==> config.mk <==
export PLATFORM = sky130hd
export DESIGN_NAME = alu_status_flags
export DESIGN_NICKNAME = d
export VERILOG_FILES = /design/src/rtl/alu_status_flags.sv
export SDC_FILE = /design/constraint.sdc
export NUM_CORES = 1
export LEC_CHECK = 0
export ABC_AREA = 1
export BUFFER_PORTS_ARGS = -buffer_cell sky130_fd_sc_hd__buf_2
export CAP_MARGIN = 20
export CORE_MARGIN = 2
export CORE_UTILIZATION = 25
export DETAILED_ROUTE_END_ITERATION = 10
export SYNTH_ARGS = -nofsm -noshare
export SYNTH_HDL_FRONTEND = slang
export SYNTH_SLANG_ARGS = --single-unit
==> constraint.sdc <==
create_clock -name clk -period 1.9 [get_ports clk]
set_input_delay 0 -clock clk [delete_from_list [all_inputs] [get_ports clk]]
set_output_delay 0 -clock clk [all_outputs]
set_load 0.01 [all_outputs]
==> src/rtl/alu_status_flags.sv <==
module alu_status_flags #(
  parameter int DW = 8,
  localparam int SW = $clog2(DW)
) (
  input  logic          clk,
  input  logic          rst_n,
  input  logic          op_valid,
  input  logic [2:0]    op_kind,
  input  logic [DW-1:0] opnd_a,
  input  logic [DW-1:0] opnd_b,
  input  logic [DW-1:0] alu_res,
  input  logic          carry_in,
  input  logic          ie_set,
  input  logic          ie_clr,
  input  logic          bst_en,
  input  logic [DW-1:0] bst_src,
  input  logic [SW-1:0] bst_sel,
  output logic [7:0]    status
);
  localparam int MSB = DW - 1;
  localparam int NW = 4;

  typedef enum logic [2:0] {
    K_ADD = 3'd0, K_ADC = 3'd1, K_SUB = 3'd2, K_SBC = 3'd3, K_LOGIC = 3'd4
  } op_kind_t;

  logic ie_q, tc_q, hc_q, sg_q, ov_q, ng_q, zr_q, cy_q;

  wire is_add = (op_kind == K_ADD) || (op_kind == K_ADC);
  wire is_sub = (op_kind == K_SUB) || (op_kind == K_SBC);
  wire is_log = (op_kind == K_LOGIC);
  wire upd    = op_valid && (is_add || is_sub || is_log);
  wire cin    = carry_in && ((op_kind == K_ADC) || (op_kind == K_SBC));

  wire [DW:0] full_sum = {1'b0, opnd_a} + {1'b0, opnd_b} + {{DW{1'b0}}, cin};
  wire [DW:0] sub_rhs  = {1'b0, opnd_b} + {{DW{1'b0}}, cin};
  wire [NW:0] nib_sum  = {1'b0, opnd_a[NW-1:0]} + {1'b0, opnd_b[NW-1:0]} + {{NW{1'b0}}, cin};
  wire [NW:0] nib_rhs  = {1'b0, opnd_b[NW-1:0]} + {{NW{1'b0}}, cin};

  wire cy_add = full_sum[DW];
  wire cy_sub = sub_rhs > {1'b0, opnd_a};
  wire hc_add = nib_sum[NW];
  wire hc_sub = nib_rhs > {1'b0, opnd_a[NW-1:0]};

  wire a7 = opnd_a[MSB];
  wire b7 = opnd_b[MSB];
  wire r7 = alu_res[MSB];
  wire ov_add = (a7 & b7 & ~r7) | (~a7 & ~b7 & r7);
  wire ov_sub = (a7 & ~b7 & ~r7) | (~a7 & b7 & r7);
  wire res_zero = (alu_res == '0);

  logic hc_d, ov_d, zr_d, cy_d;

  always_comb begin
    hc_d = hc_q;
    cy_d = cy_q;
    ov_d = 1'b0;
    zr_d = res_zero;
    if (is_add) begin
      hc_d = hc_add;
      cy_d = cy_add;
      ov_d = ov_add;
    end else if (is_sub) begin
      hc_d = hc_sub;
      cy_d = cy_sub;
      ov_d = ov_sub;
      if (op_kind == K_SBC) zr_d = res_zero & zr_q;
    end
  end

  always_ff @(posedge clk) begin
    if (!rst_n) begin
      {ie_q, tc_q, hc_q, sg_q, ov_q, ng_q, zr_q, cy_q} <= 8'h00;
    end else begin
      if (ie_clr)      ie_q <= 1'b0;
      else if (ie_set) ie_q <= 1'b1;
      if (bst_en) tc_q <= bst_src[bst_sel];
      if (upd) begin
        hc_q <= hc_d;
        cy_q <= cy_d;
        ov_q <= ov_d;
        ng_q <= r7;
        zr_q <= zr_d;
        sg_q <= r7 ^ ov_d;
      end
    end
  end

  assign status = {ie_q, tc_q, hc_q, sg_q, ov_q, ng_q, zr_q, cy_q};
endmodule

### Word-level counts from Yosys, hierarchy flattened

Index checks and enable logic that the tools add are counted.

* add/subtract/negate cells: 6
* $lt $le $gt $ge: 3
* eq/ne operators: 4
* muxes and demuxes: 11
* bitwise gates (word level): 16
* reductions and logical operators: 12

Operators with widths (number)
* two-way mux 1 bit: 10
* adder 8 x 1 -> 9 bit: 1
* adder 8 x 8 -> 9 bit: 1
* adder 9 x 1 -> 9 bit: 1
* AND 1 bit: 9
* greater-than comparator 9 x 8 -> 1 bit: 1
* zero test 8 bit: 1
* equality test 3 x 2 -> 1 bit, second input constant: 2
* adder 4 x 1 -> 5 bit: 1
* adder 4 x 4 -> 5 bit: 1
* adder 5 x 1 -> 5 bit: 1
* greater-than comparator 5 x 4 -> 1 bit: 1
* logical OR 1 bit: 5
* < comparator 3 x 4 -> 1 bit, second input constant: 1
* inverter 1 bit: 4
* binary-select mux 1 bit (select 3 bit): 1
* equality test 3 x 1 -> 1 bit, second input constant: 1
* equality test 3 bit, second input constant: 1
* zero test 3 bit: 1
* logical AND 1 bit: 2
* OR 1 bit: 2
* AND reduction 2 bit: 1
* nonzero test 2 bit: 1
* OR reduction 2 bit: 1
* bitwise XOR 1 bit: 1

* bits in registers: 8
* input bits: 45
* output and inout port bits: 8
* logic and storage cells: 60

### Logic depth before layout (Yosys ltp)

Gate-level depths: netlist of the first run.

* depth in word-level cells: 7
* mapped depth: 18
* depth with buffers taken out: 18

### Least setup slack after synthesis of the first run

OpenSTA, ideal clock, no wires.

* path type: input-to-reg
* start: input op_kind[2]
* end: register cy_q
* setup time: 0.109 ns
* arrival time: 1.658 ns
* data required time: 1.791 ns
* slack: 0.134 ns
* stages: 18
* path buffers: 0
* path through: inv_1 > nand3_1 > inv_1 > ha_1 > nand2_2 > nor2_4 > nand2_1 > xor2_1 > inv_1 > ha_1 > a21oi_1 > o21bai_1 > nor2_1 > nand2_1 > nand2_1 > nand3_1 > nand2_1 > inv_1

* cells in the longest elaborated chain, start to end: 7
* elaborated cells on any way between the ends: 19
* classes of those cells: 2 x add/sub; 1 x order compare; 4 x eq/ne; 2 x mux; 10 x reduce/logical

Ends and longest elaborated chain
* from (decl): line 8 `input logic [2:0] op_kind,`
* equality test 3 x 1 -> 1 bit or equality test 3 x 2 -> 1 bit (tied branches): line 29, 33, 30
* logical OR 1 bit: line 33 `wire cin = carry_in && ((op_kind == K_ADC) || (op_kind == K_SBC));`
* logical AND 1 bit: line 33
* adder 8 x 1 -> 9 bit: line 36 `wire [DW:0] sub_rhs = {1'b0, opnd_b} + {{DW{1'b0}}, cin};`
* greater-than comparator 9 x 8 -> 1 bit: line 41 `wire cy_sub = sub_rhs > {1'b0, opnd_a};`
* two-way mux 1 bit: line 63 `end else if (is_sub) begin`
* two-way mux 1 bit: line 59 `if (is_add) begin`
* to (signal assigned): line 80 `cy_q <= cy_d;`
* to (decl): line 27 `logic ie_q, tc_q, hc_q, sg_q, ov_q, ng_q, zr_q, cy_q;`

Parallel ways exist; a longest one is shown, timed or not. The select of a mux whose other input is x is not followed.
A chain may end at the register's enable or synchronous reset.

### Worst setup path in the final report of the first run

Same ends and word-level chain as after synthesis.

==> results of run 1 <==
-- worst min-delay path by stage --
stage	endpoint	slack, ns	depth (start not counted)
floorplan	ie_q	0.08	1
global placement	ie_q	0.17	2
detailed placement	ie_q	0.17	2
CTS	ie_q	0.04	3
finish	ie_q	0.04	3
global route	ie_q	0.09	3
-- cell families after synthesis --
family	after synthesis
xor gates and xnor gates	7
AOI/OAI and AO/OA	32
adders and majority gates	21
buffers and inverters	39
DFF	8
and+or+nand+nor	67
-- metal layers --
metal	part of all wire, %	vias to the layer above	global-route usage (%)
met5	0	-	0
met4	0	0	4.40
met3	5.1	0	0.281
met2	48	27	19.0
met1	47	512	14.1
li1	-	667	-
-- power by group through the flow --
stage | Clock (uW) | Sequential [uW] | Combinational, uW
global route | 221 | 186 | 291
CTS | 209 | 184 | 245
detailed placement | 0 | 187 | 241
finish | 201 | 184 | 247
floorplan | 0 | 187 | 150
global placement | 0 | 187 | 239
-- cells in the mapped netlist --
library cell	instances	area (um2)
o211ai_1	1	7.51
inv_1	31	116
nor3_1	2	10.0
nor2_4	1	11.3
nor4_1	2	12.5
nand3_1	7	35.0
nand2_1	26	97.6
nand2_2	2	12.5
ha_1	20	250
nor2_1	22	82.6
or2_0	1	6.26
fa_1	1	20.0
o22ai_1	1	6.26
nor2_2	1	6.26
nand4_1	3	18.8
dfxtp_1	8	160
o31ai_2	1	12.5
a21oi_2	1	8.76
xor2_1	7	61.3
o21ai_1	1	5.00
o21ai_0	9	45.0
buf_4	8	60.1
a21oi_1	16	80.1
o21bai_1	2	15.0
-- timing repair --
item / 4_1_cts / 5_1_grt
hold endpoints to repair: 2 / 0
hold buffers: 2 / 0
setup endpoints to repair: 0 / 1
gates resized for setup: 0 / 4
-- registers in the layout, summed over array words and instances (netlist names) --
name and count:
cy_q 1, ng_q 1, ie_q 1, hc_q 1, tc_q 1, zr_q 1, sg_q 1, ov_q 1
-- worst max-delay path, delay by kind of cell --
kind	cells	cell delay [ns]
buf+inv	5	0.36
compound gates	1	0.07
fa+ha+maj	2	0.42
simple gates	9	0.77
xor+xnor	1	0.13
-- area by class of cell --
class / count / area (um2) / area share (%)
well taps: 52 / 65.1 / 4.24
repair buffers: 60 / 325 / 21.2
clock buffers: 3 / 41.3 / 2.69
inverters: 31 / 116 / 7.59
multi-input cells: 127 / 826 / 53.8
flip-flops and latches: 8 / 160 / 10.4
-- through the flow --
stage,utilization (%),TNS [ns],setup WS (ns),std cells,total power [uW]
2_1_floorplan,-,0,0.134,174,337
3_3_place_gp,33.1,-0.0289,-0.0289,276,426
3_5_place_dp,33.1,-0.0663,-0.0663,276,428
4_1_cts,34.5,0,0.169,281,639
5_1_grt,35.0,-0.0207,-0.0207,281,697
6_report,35.0,0,0.270,281,633
==> metrics.txt, run 1 <==
placed inst area 1450 um2; row cnt 24; main combinational cell family by area after synthesis simple AND/OR/NAND/NOR gates; Reg power frac 29.1%; Clock Sinks 8; fin crit share 85.8%; VDD IR-drop max around 0.13 mV; Final Skew 0 ns; syn avg cell area 6.56 um2; Die Ht around 72 um; leakage power roughly 0.00088 uW; Power Dens Cells between 400 and 500 nW/um2; CTS tree yes; CP peak stage delay between 0.2 and 0.3 ns; Clk pin slew, worst setup/hold paths 0.04 ns; # Post-CTS Setup Buffers 0; Max-Cap Viols 0; Final Hold Viols 0; unique cell type count in the Yosys netlist 24; Critical Path Start Type input port; Sw Ratio 31.7%; HPWL after DPL 2300 um; via count 1206; filler instances a little under 500; Seq cells post-synth 8; Post-Syn Area around 1100 um2; critical-path cell list buf_2 > inv_1 > nand3_2 > inv_2 > ha_1 > nand2_2 > nor2_4 > nand2_1 > xor2_1 > inv_1 > ha_4 > nand4_1 > nor2_1 > a21oi_2 > nand2_1 > nand3_1 > nand2_1 > inv_1; CTS Root Cell clkbuf_8; r2r worst-path depth 4; Slowest cell on crit path ha_4; crit path time final around 1.6 ns; core area 4380 um2; GR Overflow Total 0; Final Setup Violations 0; total CTS buffers 3; Critical Path End cy_q; Nets 297; syn nets 240; fin area 1530 um2; hold wc startpoint ie_set; Mapped Cells 174; clk_lat worst skew 0.22 ns; Synth Area in Adders 23.7%; Req. time, crit path 2.02 ns; Synth Area in XOR/XNOR under 10%; status finished clean; post-synthesis mux area share 0%; Psw between 200 and 250 uW; first-pass GRT wire length 4670 um; sequential share of the synthesized area 14.0%; CP max FO 4; Layout area overhead 34.4%; die area 5120 um2; Tightest Pin Transition 0.337 ns; Initial Util 26.0%; vias in the first global route 1208; YS warnings 0; commonest non-fill, non-tap cell in the layout buf_2; I/O pin count 53; WL per Instance 9.37 um; DRT iter0 DRCs 40; gpl congestion roughly 0.79; largest net degree at the start of global routing 6; Tot GR Track Use 10.9%; final wirelength 2630 um; DR pass1 iterations 4; Clock Power Share 31.8%; Fmax achieved 613 MHz; n_diodes 0; commonest cells after routing, fill and taps aside buf_2, inv_1, nand2_1; Max Root-Sink Buffers 2; Slew headroom 77.3%; complex-gate fraction of the synthesized area between 10% and 20%; Hold Path Class input port to register; Comb pwr share 39.1%; max-slew violations 0; DRT antenna net count 0; simple-gate portion of the synthesized area 25.7%; Critical R2R Capture sg_q; Die X-Extent 71.6 um; Reg-to-Reg Start sg_q; WHS roughly 0.039 ns; Vias/cell 4.29; initial antenna violation count 0; Worst Setup End Kind register; Worst EP arrival 1.75 ns; Int Pwr ~430 uW; reg-to-reg slack, setup about 1.2 ns; critical path type input port to register; H-tree depth 1; fraction of layout cells with a size suffix above 1 31.0%; drc violations 0; IO buf count 52; crit path launch op_kind[2]
Power figures use the tool's default switching activity.
==> run 2, diff against run 1 <==
--- a/config.mk
+++ b/config.mk
@@ -9,7 +9,7 @@
 export BUFFER_PORTS_ARGS = -buffer_cell sky130_fd_sc_hd__buf_2
 export CAP_MARGIN = 20
 export CORE_MARGIN = 2
-export CORE_UTILIZATION = 25
+export CORE_UTILIZATION = 30
 export DETAILED_ROUTE_END_ITERATION = 10
 export SYNTH_ARGS = -nofsm -noshare
 export SYNTH_HDL_FRONTEND = slang
==> metrics.txt, run 2 (same netlist as run 1, synthesis figures left out) <==
fraction of layout cells with a size suffix above 1 30.3%; GR Overflow Total 0; final setup margin 0.238 ns; first-pass GRT wire length roughly 4200 um; Hold Crit Depth 3; critical path type input port to register; total CTS buffers 3; die area 4310 um2; Max Root-Sink Buffers 2; Layout Utilization 41.2%; filler instances about 400; via count 1200; H-tree depth 1; Clock Power Share 32.1%; Die X-Extent 65.7 um; VDD IR-drop max 0.170 mV; Sw Ratio 31.7%; met3 usage 1.20%; Layout area overhead 32.2%; commonest cells after routing, fill and taps aside buf_2, inv_1, nand2_1; Final Skew 0 ns; Final Hold Viols 0; core area 3660 um2; CTS Root Cell clkbuf_8; pre-CTS setup slack -0.0710 ns; Reg power frac 29.3%; initial antenna violation count 0; Comb pwr share between 30 and 40%; largest net degree at the start of global routing 6; CTS tree yes; Worst EP arrival 1.79 ns; Vias/cell about 4.3; crit path time final ~1.7 ns; row cnt 22; DRT antenna net count 0; Hold Path Class input port to register; r2r worst-path depth 4; Die Ht 65.7 um; vias in the first global route just over 1000; Fmax achieved approximately 600 MHz; WL per Instance 9.15 um; Req. time, crit path roughly 2.0 ns; DR pass1 iterations 4; commonest non-fill, non-tap cell in the layout buf_2; global route hottest layer met2; drc violations 0; Final Setup Violations 0; Slew headroom 80.2%; Initial Util 31.2%; DRT iter0 DRCs 26; IO buf count 52; Clock Sinks 8; Tot GR Track Use 12.3%; RSZ-0062 raised after global routing no; Power Dens Cells 417 nW/um2; Tightest Pin Transition 0.295 ns; leakage power approximately 0.00087 uW; CP max FO 3; Psw 200 uW; gpl congestion 0.783; Nets slightly below 300; HPWL after DPL 2240 um; status finished clean; Clk pin slew, worst setup/hold paths 0.04 ns; max-slew violations 0; Worst Setup End Kind register; final wirelength 2530 um; Max-Cap Viols 0; Critical Path Start Type input port; I/O pin count 53; n_diodes 0; fin crit share 87.5%; met1 Use GR 15.9%; GR Util met2 20.6%; Int Pwr 430 uW; clk_lat worst skew 0.23 ns
==> run 2: changes by cell type in the layout (fill, tap and decap cells not counted) <==
cell   change
buf_4      -1
ha_1       +1
ha_4       -1
==> run 2: timing repair <==
item / in CTS / in global routing
hold endpoints to repair: 2 / 0
resized for setup: 0 / 3
buffers inserted: 0 / 0
endpoints found under the setup margin: 0 / 1
hold buffers: 2 / 0
==> run 2: path summary, 6_finish.rpt <==
check,slack (ns),startpoint,to
max reg2reg,1.22,sg_q,sg_q
min reg2reg,0.46,ng_q,ng_q
max,0.24,op_kind[2],cy_q
min,0.04,ie_set,ie_q
==> run 2: power groups by stage <==
| stage | Clock, uW | Combinational, uW | Sequential (uW) |
|---|---|---|---|
| floorplan | 0 | 150 | 187 |
| global placement | 0 | 239 | 187 |
| detailed placement | 0 | 240 | 187 |
| CTS | 209 | 245 | 185 |
| global route | 217 | 284 | 186 |
| finish | 202 | 243 | 184 |
==> run 2: worst max-delay path: stages <==
cell and delay [ns]:
buf_2 0.10, inv_1 0.07, nand3_2 0.09, inv_2 0.07, ha_1 0.14, nand2_2 0.08
nor2_4 0.12, nand2_1 0.07, xor2_1 0.14, inv_1 0.06, ha_1 0.32, a21oi_2 0.12
o21bai_1 0.06, nor2_1 0.09, nand2_1 0.06, nand2_1 0.05, nand3_1 0.06, nand2_1 0.06
inv_1 0.03
==> run 2: cell type report <==
cell class / count / area, um2 / share of cell area [%]
clock buffers: 3 / 41.3 / 2.74
inverters: 31 / 116 / 7.71
multi-input cells: 127 / 813 / 53.9
flip-flops and latches: 8 / 160 / 10.6
well taps: 48 / 60.1 / 3.98
repair buffers: 59 / 318 / 21.1
==> run 2: per-stage QoR <==
| stage | power, uW | setup TNS, ns | hold slack [ns] | cell area, um2 | std cells |
|---|---|---|---|---|---|
| floorplan | 337 | 0 | 0.0793 | 1140 | 174 |
| CTS | 639 | 0 | 0.0444 | 1500 | 276 |
| global route | 686 | 0 | 0.0687 | 1510 | 276 |
| global placement | 426 | -0.0113 | 0.170 | 1440 | 271 |
| detailed placement | 428 | -0.0710 | 0.174 | 1440 | 271 |
| finish | 630 | 0 | 0.0381 | 1510 | 276 |
==> run 2: metal layers <==
metal	up-vias	share of wire, %
met2	33	43
met3	4	5.7
met1	498	50
met5	-	0
met4	0	1.5
li1	665	-
